<file path="src/rtl/dma_stat_pkg.sv">
package dma_stat_pkg;
  typedef struct packed {
    logic done;
    logic src_err;
    logic dst_err;
    logic clr;
  } desc_ev_t;
endpackage

</file>
<file path="src/rtl/dma_stat_flag_cell.sv">
module dma_stat_flag_cell
  import dma_stat_pkg::*;
(
  input  logic     clk_i,
  input  logic     rst_ni,
  input  desc_ev_t ev_i,
  output logic     cmp_o,
  output logic     err_o
);
  logic set_cmp, set_err;
  logic cmp_q, err_q;

  assign set_err = ev_i.src_err | ev_i.dst_err;
  assign set_cmp = ev_i.done | set_err;

  // set dominates clear so no completion is lost
  always_ff @(posedge clk_i or negedge rst_ni) begin
    if (!rst_ni) begin
      cmp_q <= 1'b0;
      err_q <= 1'b0;
    end else begin
      if (set_cmp)       cmp_q <= 1'b1;
      else if (ev_i.clr) cmp_q <= 1'b0;
      if (set_err)       err_q <= 1'b1;
      else if (ev_i.clr) err_q <= 1'b0;
    end
  end

  assign cmp_o = cmp_q;
  assign err_o = err_q;
endmodule

</file>
<file path="src/rtl/dma_stat_pack.sv">
module dma_stat_pack #(
  parameter int N_DESC  = 4,
  parameter int STAT_W  = 32,
  parameter int CMP_LSB = 4,
  parameter int ERR_LSB = 8
) (
  input  logic [N_DESC-1:0] cmp_i,
  input  logic [N_DESC-1:0] err_i,
  output logic [STAT_W-1:0] word_o
);
  always_comb begin
    word_o = '0;
    word_o[CMP_LSB +: N_DESC] = cmp_i;
    word_o[ERR_LSB +: N_DESC] = err_i;
  end
endmodule

</file>
<file path="src/rtl/dma_stat_irq.sv">
module dma_stat_irq #(
  parameter int N_DESC = 4
) (
  input  logic [N_DESC-1:0] cmp_i,
  input  logic [N_DESC-1:0] en_i,
  output logic              irq_o
);
  assign irq_o = |(cmp_i & en_i);
endmodule

</file>
<file path="src/rtl/dma_desc_status.sv">
module dma_desc_status
  import dma_stat_pkg::*;
#(
  parameter int N_DESC  = 4,
  parameter int STAT_W  = 32,
  parameter int CMP_LSB = 4
) (
  input  logic              clk_i,
  input  logic              rst_ni,
  input  logic [N_DESC-1:0] done_i,
  input  logic [N_DESC-1:0] src_err_i,
  input  logic [N_DESC-1:0] dst_err_i,
  input  logic              clr_wr_i,
  input  logic [N_DESC-1:0] clr_mask_i,
  input  logic [N_DESC-1:0] arm_i,
  input  logic [N_DESC-1:0] irq_en_i,
  output logic [STAT_W-1:0] status_o,
  output logic              irq_o
);
  localparam int ERR_LSB = CMP_LSB + N_DESC;

  logic [N_DESC-1:0] clr_hit;
  logic [N_DESC-1:0] cmp_flags, err_flags;

  assign clr_hit = ({N_DESC{clr_wr_i}} & clr_mask_i) | arm_i;

  for (genvar i = 0; i < N_DESC; i++) begin : g_desc
    desc_ev_t ev;
    assign ev = '{done: done_i[i], src_err: src_err_i[i],
                  dst_err: dst_err_i[i], clr: clr_hit[i]};
    dma_stat_flag_cell u_cell (
      .clk_i (clk_i),
      .rst_ni(rst_ni),
      .ev_i  (ev),
      .cmp_o (cmp_flags[i]),
      .err_o (err_flags[i])
    );
  end

  dma_stat_pack #(
    .N_DESC (N_DESC),
    .STAT_W (STAT_W),
    .CMP_LSB(CMP_LSB),
    .ERR_LSB(ERR_LSB)
  ) u_pack (
    .cmp_i (cmp_flags),
    .err_i (err_flags),
    .word_o(status_o)
  );

  dma_stat_irq #(.N_DESC(N_DESC)) u_irq (
    .cmp_i(cmp_flags),
    .en_i (irq_en_i),
    .irq_o(irq_o)
  );
endmodule

</file>
<file path="config.mk">
export PLATFORM = sky130hd
export DESIGN_NAME = dma_desc_status
export DESIGN_NICKNAME = d
export VERILOG_FILES = /design/src/rtl/dma_stat_pkg.sv /design/src/rtl/dma_stat_flag_cell.sv /design/src/rtl/dma_stat_pack.sv /design/src/rtl/dma_stat_irq.sv /design/src/rtl/dma_desc_status.sv
export SDC_FILE = /design/constraint.sdc
export NUM_CORES = 1
export LEC_CHECK = 0
export ABC_CLOCK_PERIOD_IN_PS = 1000
export BUFFER_PORTS_ARGS = -buffer_cell sky130_fd_sc_hd__buf_4
export CORE_UTILIZATION = 34
export CTS_BUF_LIST = sky130_fd_sc_hd__clkbuf_16
export DETAILED_ROUTE_END_ITERATION = 8
export PLACE_DENSITY = 0.89
export SLEW_MARGIN = 15
export SYNTH_ARGS = -nofsm -noshare
export SYNTH_HDL_FRONTEND = slang
export SYNTH_SLANG_ARGS = --single-unit
</file>
<file path="constraint.sdc">
create_clock -name clk_i -period 1 [get_ports clk_i]
set_clock_uncertainty 0.05 [all_clocks]
set_input_delay 0.2 -clock clk_i [delete_from_list [all_inputs] [get_ports clk_i]]
set_output_delay 0.2 -clock clk_i [all_outputs]
set_load 0.005 [all_outputs]
</file>
==> results.txt, run 1 <==
- The flow ran to the end, but the final reports show violations.
- Violated checks: setup timing
* Die Y-Extent: ~43 um
- Share of layout cells above drive strength 1: between 50% and 60%
* Max-slew violation total from the final report: 0
* Via count of the first global-routing pass: around 400
- Vias after detailed routing: roughly 460
- Power spread over the standard cell area amounts to 1410 nW/um2.
- Final Routed Wirelength: between 1000 and 1500 um
- Summing the areas of all xor and xnor instances in the mapped netlist gives 0% of the synthesized area.
* Worst Hold Class: input port to register
- Number of antenna violations at the first check in global routing: 0
- Critical path start-end classification: register to output pin
* Top-level I/O count: 60
- The first global-routing pass estimated between 1500 and 2000 um of wire.
- Post-DRT Antenna Nets: 0
- Register share of total power: between 20% and 30%
- The initial utilization of the core area, before any placement, comes to between 30% and 40%.
* Total number of placement rows: 14
- Synthesis inferred 8 register bits.
- The tree built by TritonCTS fans out to 8 sinks.
- HPWL after DPL: 864 um
- Measured on the finished design, the core utilization comes to between 50% and 60%.
* Setup slack after placement: -0.0247 ns
- Post-route standard cell area excluding fillers: approximately 870 um2
- Setup repair after global routing could not meet its margin everywhere.
* Total of endpoints with negative setup slack in the final report: 9
- Portion of the clock cycle consumed by the worst path in the final layout: 122%
- H-tree levels: 1
- Of the total power, the share spent switching nets is between 20% and 30%.
- Commonest cells after routing, fill and taps aside: 32 x sky130_fd_sc_hd__buf_4, 24 x sky130_fd_sc_hd__conb_1, 9 x sky130_fd_sc_hd__buf_6
* Number of vias per cell after detailed routing: around 4.2
- Total core area: between 1500 and 2000 um2
- Largest net degree at the start of global routing: 9
- X dimension of the die: between 40 and 50 um
- Leaving out fill and tap cells, the most frequent cell in the layout is sky130_fd_sc_hd__buf_4.
* Share of synthesized area spent on multiplexers: 0%
* Mapped Avg Cell Area: 10.1 um2
- Post-route setup slack: -0.221 ns
* Fmax achieved: between 0.8 and 0.9 GHz
- The area growth from synthesis to layout is 53.3%.
- Cts bufs inserted: 3
- Share of synthesized cell area in full adder, half adder and majority cells: 0%
- Fraction of synthesized cell area taken by the top area cell type: a little over two fifths
- In the final layout, flip-flops and latches occupy roughly 200 um2.
- Aggregate global-route resource usage: a little over an eighth
- After filler insertion, the fill cell instance count of the layout stands at 130.
- Depth of the most critical reg-to-reg path: 3
- Largest family of logic cells by synthesized area: buffers and inverters
- The first TritonRoute pass finished after 2 iterations.
* Clock latency on the worst-skew pair: ~0.23 ns
- Final Hold Vio Count: 0
* Number of instances on the worst hold path: 2
- Port Buffers: 35
* Total number of nets in the final design: 121
- Share of total power in the clock network: between 50% and 60%
* Footprint of the multi-input gates: 224 um2
* # Max-Cap Violations: 0
- Crit path arrival time: 0.97 ns
- Number of different library cells in the post-synthesis netlist: 8
- Net load switching power: between 0.2 and 0.25 mW
- Synth Area in Compound Gates: a little over a fifth
- Post-synthesis share of cell area spent on and, or, nand and nor gates: less than 1%
* Clock tree from TritonCTS: built
* Clk pin slew, worst setup/hold paths: ~0.04 ns
- Type of element launching the critical path: register
- Final routed DRC violation total: 0
* Final weighted congestion in routability-driven placement: roughly 0.65
- Summed over all instances, the cell type with the most area after synthesis is sky130_fd_sc_hd__buf_4.
- Area of placed instances: about 700 um2
* Initial detailed-routing violation count: 4
- The routed design could run at a clock period as short as ~1.2 ns.
* Wirelength per Cell: about 11 um
- The total overflow left after global routing is 0.
* Maximum net fanout on the critical path: 2
* Worst-case hold slack: ~0.11 ns
* Leakage power total: 0.433 nW
* Maximum clock insertion buffer count: 2
- Design Power: around 1.2 mW
* Area of the die: ~1800 um2
- For this run, the register share of the synthesized area comes to a little over a third.
- Required time worst endpoint: roughly 0.75 ns
- In this run, the combinational gates consume roughly 16% of the power.
- The synthesized netlist occupies a cell area of 568 um2.
* Critical Path End Type: output pin
* Maximum resistive drop on vdd: 1070 uV
- Cell internal power was estimated by the tool at roughly 1 mW.
- During synthesis, Yosys emitted a total of 0 warnings.
* Final antenna diode count: 0
- CTS Root Buffer Type: sky130_fd_sc_hd__clkbuf_16
- Instance count of the mapped netlist: 56
- Largest cells by area after synthesis: sky130_fd_sc_hd__buf_4 42%, sky130_fd_sc_hd__dfrtp_1 35%, sky130_fd_sc_hd__a2111o_1 7.9%, sky130_fd_sc_hd__a211o_2 7.0%, sky130_fd_sc_hd__a21oi_1 3.5%
## cell usage after synthesis (all sizes together)
library cell   n
dfrtp          8
a22oi          2
a21oi          4
conb           1
buf           32
a211o          4
nand2          1
a2111o         4
## cells by family (layout without fill, tap and decap cells)
kind of cell	after synthesis	count (layout)
AOI/OAI and AO/OA	14	14
other	1	24
buffers and inverters	32	45
DFF	8	8
and+or+nand+nor	1	1
## layout make-up
| class | instances | share of cell area, % |
|---|---|---|
| sequential | 8 | 23.0 |
| timing repair buffer | 42 | 40.4 |
| clock buffer | 3 | 8.62 |
| tap | 16 | 2.30 |
| multi-input combinational | 39 | 25.7 |
## layer usage
| layer | up-vias | wire [um] | track usage, % |
|---|---|---|---|
| met1 | 200 | 446 | 13.0 |
| met5 | - | 0 | 0 |
| met3 | 2 | 153 | 6.81 |
| met4 | 0 | 9 | 5.00 |
| met2 | 41 | 589 | 22.7 |
| li1 | 213 | - | - |
## registers in the layout (all words and copies together), names as in the netlist
signal / cells
g_desc.u_cell.cmp_o: 4
g_desc.u_cell.err_o: 4
## path summary, 6_finish.rpt
path / from / end / slack, ns
hold / removal: done_i[0] / g_desc[0].u_cell.cmp_o$_DFFE_PN0P_ / 0.11
min in group asynchronous: rst_ni / g_desc[0].u_cell.err_o$_DFFE_PN0P_ / 0.28
hold reg to reg: g_desc[0].u_cell.err_o$_DFFE_PN0P_ / g_desc[0].u_cell.err_o$_DFFE_PN0P_ / 0.46
max in group asynchronous: rst_ni / g_desc[2].u_cell.err_o$_DFFE_PN0P_ / 0.48
setup reg to reg: g_desc[1].u_cell.cmp_o$_DFFE_PN0P_ / g_desc[1].u_cell.cmp_o$_DFFE_PN0P_ / -0.15
setup / recovery: g_desc[1].u_cell.cmp_o$_DFFE_PN0P_ / status_o[5] / -0.22
## worst max-delay path: stages (launching register included)
cell and delay (ns):
sky130_fd_sc_hd__dfrtp_1 0.38, sky130_fd_sc_hd__buf_4 0.14, sky130_fd_sc_hd__buf_6 0.10, sky130_fd_sc_hd__buf_4 0.12
## power by group through the flow
stage               clock network, mW  registers, mW  logic, mW
floorplan                           0          0.351      0.135
global placement                    0          0.352      0.163
detailed placement                  0          0.353      0.165
CTS                             0.687          0.347      0.186
global route                    0.725          0.350      0.217
finish                          0.678          0.350      0.200
## metrics by stage
step                TNS (ns)  cells
global placement     -0.0144     98
floorplan                  0     79
CTS                   -0.914    107
detailed placement   -0.0247     98
global route           -1.26    108
finish                 -1.07    108
## what timing repair did
item / in CTS / in global routing
endpoints found under the hold margin: 8 / 0
gates resized for setup: 5 / 6
pin swaps: 2 / 1
hold buffers: 1 / 0
buffers inserted: 5 / 1
endpoints found under the setup margin: 5 / 13
(Power assumes the default switching activity.)
==> inputs of run 2 (changes only) <==
--- a/config.mk
+++ b/config.mk
@@ -5,12 +5,12 @@
 export SDC_FILE = /design/constraint.sdc
 export NUM_CORES = 1
 export LEC_CHECK = 0
-export ABC_CLOCK_PERIOD_IN_PS = 1000
+export ABC_CLOCK_PERIOD_IN_PS = 1600
 export BUFFER_PORTS_ARGS = -buffer_cell sky130_fd_sc_hd__buf_4
-export CORE_UTILIZATION = 34
+export CORE_UTILIZATION = 36
 export CTS_BUF_LIST = sky130_fd_sc_hd__clkbuf_16
 export DETAILED_ROUTE_END_ITERATION = 8
-export PLACE_DENSITY = 0.89
+export PLACE_DENSITY = 0.93
 export SLEW_MARGIN = 15
 export SYNTH_ARGS = -nofsm -noshare
 export SYNTH_HDL_FRONTEND = slang
==> constraint.sdc (replaced) <==
create_clock -name clk_i -period 1.6 [get_ports clk_i]
set_clock_uncertainty 0.05 [all_clocks]
set_input_delay 0.32 -clock clk_i [delete_from_list [all_inputs] [get_ports clk_i]]
set_output_delay 0.32 -clock clk_i [all_outputs]
set_load 0.005 [all_outputs]
==> results.txt, run 2 (synthesis gave the netlist of run 1 again) <==
- Result of the run: finished clean (was finished with violations).
* Cts bufs inserted: 3 (unchanged)
- Commonest cells after routing, fill and taps aside: 35 x sky130_fd_sc_hd__buf_4, 24 x sky130_fd_sc_hd__conb_1, 8 x sky130_fd_sc_hd__dfrtp_1 (was 32 x sky130_fd_sc_hd__buf_4, 24 x sky130_fd_sc_hd__conb_1, 9 x sky130_fd_sc_hd__buf_6)
* Number of vias per cell after detailed routing: 4.39 (was 4.22)
- Design Power: 0.732 mW (was 1.23 mW)
- In the finished design, the share of the clock period the worst path needs comes to around 87%.
* # Max-Cap Violations: 0 (unchanged)
* Aggregate global-route resource usage: 11.7% (was 13.1%)
- The core footprint is 1380 um2 (was 1540 um2).
* Via count of the first global-routing pass: 401 (unchanged)
- The critical path data required time is 1.23 ns (was 0.75 ns).
- Largest net degree at the start of global routing: 9 (unchanged)
* Critical path, cell by cell: a22oi_1, nand2_1, buf_4 (was buf_4, buf_6, buf_4)
- The number of post-CTS setup repair buffers came to 0 (was 5).
- The count of TritonRoute iterations in the first routing pass came to 3 (was 2).
* Maximum clock insertion buffer count: 2 (unchanged)
- X dimension of the die: 41.7 um (was 42.9 um)
* Type of element launching the critical path: register (unchanged)
* Initial detailed-routing violation count: 5 (was 4)
- Delay of the slowest cell on the worst path: 0.39 ns (was 0.38 ns)
* Post-CTS Resized: 0 (was 5)
- Worst Hold Class: input port to register (unchanged)
- Clock latency on the worst-skew pair: 0.23 ns (about the same)
* Slowest cell on the critical path: sky130_fd_sc_hd__dfrtp_1 (unchanged)
- The number of placed I/O pins is 60 (unchanged).
* Number of filler cells placed in the layout: 132 (was 130)
- The met2 usage is 19.1% (was 22.7%).
- The most frequent standard cell in the layout excluding fill and tap cells is sky130_fd_sc_hd__buf_4 (unchanged).
- The global-route wire length before repair came to 1550 um (was 1680 um).
- Final routed DRC violation total: 0 (unchanged)
- The total negative slack for setup checks was 0 ns (was -1.07 ns).
- M1 GR Usage: 12.6% (was 13.0%)
- Synthesis-to-finish area growth: 37.4% (was 53.3%)
- The sum of overflow across all layers after global routing came to 0 (unchanged).
- Final weighted congestion in routability-driven placement: 0.593 (was 0.652)
* RSZ-0062 raised after global routing: false (was true)
* Die Y-Extent: 41.7 um (was 42.9 um)
- The number of nets in the layout was 115 (was 121).
- Final antenna diode count: 0 (unchanged)
- The top fanout value on the critical path was 3 (was 2).
- CTS Root Buffer Type: sky130_fd_sc_hd__clkbuf_16 (unchanged)
- The initial standard-cell utilization of the core was 41.1% (was 36.9%).
- Clk pin slew, worst setup/hold paths: 0.04 ns (about the same)
* Number of hold-repair buffers added at the cts stage: 1 (unchanged)
* Final Routed Wirelength: 966 um (was 1200 um)
- Post-DRT Antenna Nets: 0 (unchanged)
- Port Buffers: 35 (unchanged)
* Vias after detailed routing: 443 (was 456)
* Footprint of the multi-input gates: 214 um2 (was 224 um2)
* Crit path arrival time: 1.02 ns (was 0.97 ns)
- The overall die area is 1740 um2 (was 1840 um2).
* Sequential cell area: 200 um2 (unchanged)
* Critical path start-end classification: register to output pin (unchanged)
* H-tree levels: 1 (unchanged)
- The wire length per cell after detailed routing is 9.56 um (was 11.1 um).
- The sum of net half-perimeters after detailed placement came to 863 um (was 864 um).
- The fraction of layout cells with a size suffix above 1 is 48.8% (was 54.3%).
- The maximum resistive drop on vdd came to 538 uV (was 1070 uV).
- Pwr dens: 938 nW/um2 (was 1410 nW/um2)
- The number of max-slew violations in the final report came to 0 (unchanged).
- The static power due to leakage was 0.392 nW (was 0.433 nW).
- The number of antenna violations at the first check in global routing came to 0 (unchanged).
- For this run, the top clock speed supported by timing is between 0.7 and 0.8 GHz.
- The busiest layer in global routing is met2 (unchanged).
- The placement row count came to 13 (was 14).
- Fraction of met3 tracks used by global routing: 5.65% (was 6.81%)
- Number of clock sinks: 8 (unchanged)
- The number of endpoints with negative hold slack in the final report was 0 (unchanged).
* Clock tree from TritonCTS: built (unchanged)
* Critical Path End Type: output pin (unchanged)
- Final worst path period need: around 1.4 ns
- The final-report setup violation count came to 0 (was 9).
run 2: changes by cell type in the layout (fill, tap and decap cells not counted), sizes merged:
| cell | change |
|---|---|
| buf | -6 |
run 2: path summary, 6_finish.rpt:
kind	startpoint	cells past startpoint	endpoint	slack (ns)
max	g_desc[1].u_cell.cmp_o$_DFFE_PN0P_	3	irq_o	0.21
min	done_i[3]	2	g_desc[3].u_cell.cmp_o$_DFFE_PN0P_	0.22
max reg2reg	g_desc[0].u_cell.cmp_o$_DFFE_PN0P_	1	g_desc[0].u_cell.cmp_o$_DFFE_PN0P_	0.68
min reg2reg	g_desc[0].u_cell.err_o$_DFFE_PN0P_	1	g_desc[0].u_cell.err_o$_DFFE_PN0P_	0.43
max in group asynchronous	rst_ni	2	g_desc[2].u_cell.err_o$_DFFE_PN0P_	0.96
min in group asynchronous	rst_ni	2	g_desc[0].u_cell.cmp_o$_DFFE_PN0P_	0.41
run 2: layout make-up:
| class | count | area share (%) |
|---|---|---|
| Tap cell | 15 | 2.40 |
| Timing Repair Buffer | 36 | 34.9 |
| Multi-Input combinational cell | 39 | 27.4 |
| Clock buffer | 3 | 9.62 |
| Sequential cell | 8 | 25.6 |
run 2: critical path: cells and delay by family (launching register included):
family,cells,cell delay (ns)
flops,1,0.39
compound gates,1,0.20
buf+inv,1,0.13
simple gates,1,0.07
run 2: layer usage:
layer | up-vias | wire [um]
met5 | - | 0
met4 | 0 | 0
met3 | 0 | 132
met2 | 39 | 500
met1 | 200 | 333
li1 | 204 | -
run 2: power breakdown:
group          total, mW  leakage, nW  switching [mW]  internal (mW)
Sequential         0.218       0.0765         0.00566          0.212
Combinational      0.105        0.278          0.0410         0.0638
Clock              0.409       0.0370          0.0878          0.321
Total              0.732        0.392           0.134          0.598
run 2: metrics by stage:
step           instances  instance area, um2  setup WS, ns  util [%]  hold WS [ns]
5_1_grt              101                 781         0.103      56.5         0.224
3_5_place_dp          97                 696         0.403      50.3        0.0959
6_report             101                 781         0.208      56.5         0.223
4_1_cts              101                 781         0.179      56.5         0.224
2_1_floorplan         79                 654         0.613         -       -0.0256
3_3_place_gp          97                 696         0.378      50.3        0.0920
==> inputs of run 3 (changes only) <==
==> constraint.sdc (replaced) <==
create_clock -name clk_i -period 1.6 [get_ports clk_i]
set_clock_uncertainty 0.05 [all_clocks]
set_input_delay 0.16 -clock clk_i [delete_from_list [all_inputs] [get_ports clk_i]]
set_output_delay 0.16 -clock clk_i [all_outputs]
set_load 0.005 [all_outputs]
==> results.txt, run 3 (synthesis gave the netlist of run 1 again) <==
* Number of iterations in the first detailed-routing pass: 2 (was 3)
- The number of placed I/O pins is 60 (unchanged).
* Via count of the first global-routing pass: 430 (was 401)
- Startpoint of the lowest-slack register-to-register path: g_desc[3].u_cell.cmp_o$_DFFE_PN0P_ (was g_desc[0].u_cell.cmp_o$_DFFE_PN0P_)
- Cts bufs inserted: 3 (unchanged)
- Reg-to-reg slack, setup: 0.66 ns (was 0.68 ns)
- Post-route setup slack: 0.360 ns (was 0.208 ns)
- The internal power consumption was 0.598 mW (about the same).
- # Max-Cap Violations: 0 (unchanged)
- Commonest cells after routing, fill and taps aside: 35 x sky130_fd_sc_hd__buf_4, 24 x sky130_fd_sc_hd__conb_1, 8 x sky130_fd_sc_hd__dfrtp_1 (unchanged)
* Critical Path End Type: output pin (unchanged)
- RSZ-0062 raised after global routing: false (unchanged)
* Leakage power total: 0.392 nW (unchanged)
* Number of setup buffers added after CTS: 0 (unchanged)
* HPWL after DPL: 884 um (was 863 um)
- The core footprint is 1380 um2 (unchanged).
- The number of antenna violations at the first check in global routing came to 0 (unchanged).
- The total clock sinks is 8 (unchanged).
* Net switching fraction of the power: 19.2% (was 18.4%)
- Port Buffers: 35 (unchanged)
- The cell type of the slowest stage on the worst timing path was sky130_fd_sc_hd__dfrtp_1 (unchanged).
- Gate family responsible for the most delay along the worst path: flip-flops (unchanged)
* Critical path, cell by cell: a22oi_1, nand2_1, buf_4 (unchanged)
- Startpoint of the lowest-slack hold path: done_i[2] (was done_i[3])
- The worst path buffer plus inverter count is 1 (unchanged).
- The relative contribution of sequential cells to total power came to 29.5% (was 29.8%).
* Fraction of power consumed by combinational cells: 14.3% (about the same)
- Clk pin slew, worst setup/hold paths: 0.04 ns (about the same)
- Largest net degree at the start of global routing: 9 (unchanged)
* Type of element launching the critical path: register (unchanged)
- Share of total power in the clock network: 56.3% (was 55.9%)
- The total inserted antenna cells came to 0 (unchanged).
- Final Hold Vio Count: 0 (unchanged)
* Final worst path period need: 1.24 ns (was 1.39 ns)
- The wire length per cell after detailed routing came to 10.3 um (was 9.56 um).
- The TritonCTS clock tree is built (unchanged).
- The kind of critical path is register to output pin (unchanged).
* Result of the run: finished clean (unchanged)
* Depth of the most critical reg-to-reg path: 1 (unchanged)
* Final Routed Wirelength: 1040 um (was 966 um)
- Maximum clock insertion buffer count: 2 (unchanged)
* Total number of placement rows: 13 (unchanged)
- The insertion delay of the later-clocked pin in the worst-skew pair was 0.23 ns (about the same).
* Fmax achieved: 0.807 GHz (was 0.719 GHz)
- Post-DRT Antenna Nets: 0 (unchanged)
- The filler cell count was 132 (unchanged).
- Die Y-Extent: 41.7 um (unchanged)
- Initial detailed-routing violation count: 4 (was 5)
- The depth of the CTS H-tree is 1 (unchanged).
- Remaining global-route overflow: 0 (unchanged)
* Final weighted congestion in routability-driven placement: 0.603 (was 0.593)
- The total global-route track usage was 14.2% (was 11.7%).
* Total number of nets in the final design: 115 (unchanged)
- Delay of the slowest cell on the worst path: 0.38 ns (was 0.39 ns)
- Synthesis-to-finish area growth: 37.4% (unchanged)
- Crit path arrival time: 1.03 ns (was 1.02 ns)
- Wire length of the first global-routing pass: 1810 um (was 1550 um)
- Share of layout cells above drive strength 1: 48.8% (unchanged)
- Final routed DRC violation total: 0 (unchanged)
- The type of the most critical hold path was input port to register (unchanged).
- Number of instances on the worst hold path: 2 (unchanged)
* Maximum resistive drop on vdd: 972 uV (was 538 uV)
* Most common cell after layout, fill and taps aside: sky130_fd_sc_hd__buf_4 (unchanged)
- The initial standard-cell utilization of the core is 41.1% (unchanged).
- The total negative slack for setup checks was 0 ns (unchanged).
- The power dissipated by switching net loads was 0.142 mW (was 0.134 mW).
- The final clock period utilization by the worst path was 77.5% (was 87.0%).
* Total of endpoints with negative setup slack in the final report: 0 (unchanged)
- Pwr dens: 948 nW/um2 (was 938 nW/um2)
- The number of vias in the routed layout is 449 (was 443).
- Number of vias per cell after detailed routing: 4.45 (was 4.39)
- Area of the die: 1740 um2 (unchanged)
- Reg-to-reg endpoint: g_desc[3].u_cell.cmp_o$_DFFE_PN0P_ (was g_desc[0].u_cell.cmp_o$_DFFE_PN0P_)
- The clock root buffer is sky130_fd_sc_hd__clkbuf_16 (unchanged).
* Maximum net fanout on the critical path: 3 (unchanged)
* X dimension of the die: 41.7 um (unchanged)
- The post-layout utilization of the core was 56.5% (unchanged).
- The critical path data required time is 1.39 ns (was 1.23 ns).
* Max-slew violation total from the final report: 0 (unchanged)
* Worst-case hold path end point: g_desc[2].u_cell.cmp_o$_DFFE_PN0P_ (was g_desc[3].u_cell.cmp_o$_DFFE_PN0P_)
* Setup slack after placement: 0.596 ns (was 0.403 ns)
-- run 3: cell counts in the layout (fill, tap and decap cells not counted) --
Identical to the previous run, type by type.
-- run 3: through the flow --
step / cells / total power [mW] / hold WS, ns / instance area (um2)
2_1_floorplan: 79 / 0.304 / -0.186 / 654
3_3_place_gp: 97 / 0.322 / -0.0677 / 696
3_5_place_dp: 97 / 0.324 / -0.0653 / 696
4_1_cts: 101 / 0.752 / 0.0615 / 781
5_1_grt: 101 / 0.779 / 0.0706 / 781
6_report: 101 / 0.740 / 0.0660 / 781
-- run 3: timing repair --
item / 4_1_cts / 5_1_grt
resized for setup: 0 / 0
endpoints found under the hold margin: 8 / 0
hold buffers: 1 / 0
-- run 3: final cells by class --
class | instances | area (um2) | share of cell area [%]
Sequential cell | 8 | 200 | 25.6
Multi-Input combinational cell | 39 | 214 | 27.4
Timing Repair Buffer | 36 | 273 | 34.9
Clock buffer | 3 | 75.1 | 9.62
Tap cell | 15 | 18.8 | 2.40
-- run 3: worst max-delay path by stage --
stage / startpoint / endpoint / slack, ns / depth (start not counted)
after global routing: g_desc[1].u_cell.cmp_o$_DFFE_PN0P_ / irq_o / 0.29 / 3
final: g_desc[1].u_cell.cmp_o$_DFFE_PN0P_ / irq_o / 0.36 / 3
after floorplan: g_desc[0].u_cell.cmp_o$_DFFE_PN0P_ / g_desc[0].u_cell.cmp_o$_DFFE_PN0P_ / 0.71 / 1
after global placement: g_desc[1].u_cell.cmp_o$_DFFE_PN0P_ / irq_o / 0.60 / 3
after detailed placement: g_desc[1].u_cell.cmp_o$_DFFE_PN0P_ / irq_o / 0.60 / 3
after CTS: g_desc[1].u_cell.cmp_o$_DFFE_PN0P_ / irq_o / 0.34 / 3
-- run 3: routing by layer --
layer	up-vias	global-route usage (%)	routed length, um	share of wire [%]
met1	205	13.7	357	34
met5	-	0	0	0
met4	0	7.74	0	0
li1	203	-	-	-
met2	41	22.8	541	52
met3	0	9.13	143	14
-- run 3: power by group through the flow --
stage               Combinational (mW)  Sequential (mW)  Clock, mW
finish                           0.106            0.218      0.417
global route                     0.117            0.219      0.443
CTS                              0.106            0.218      0.428
detailed placement               0.104            0.221          0
global placement                 0.102            0.220          0
floorplan                       0.0846            0.219          0
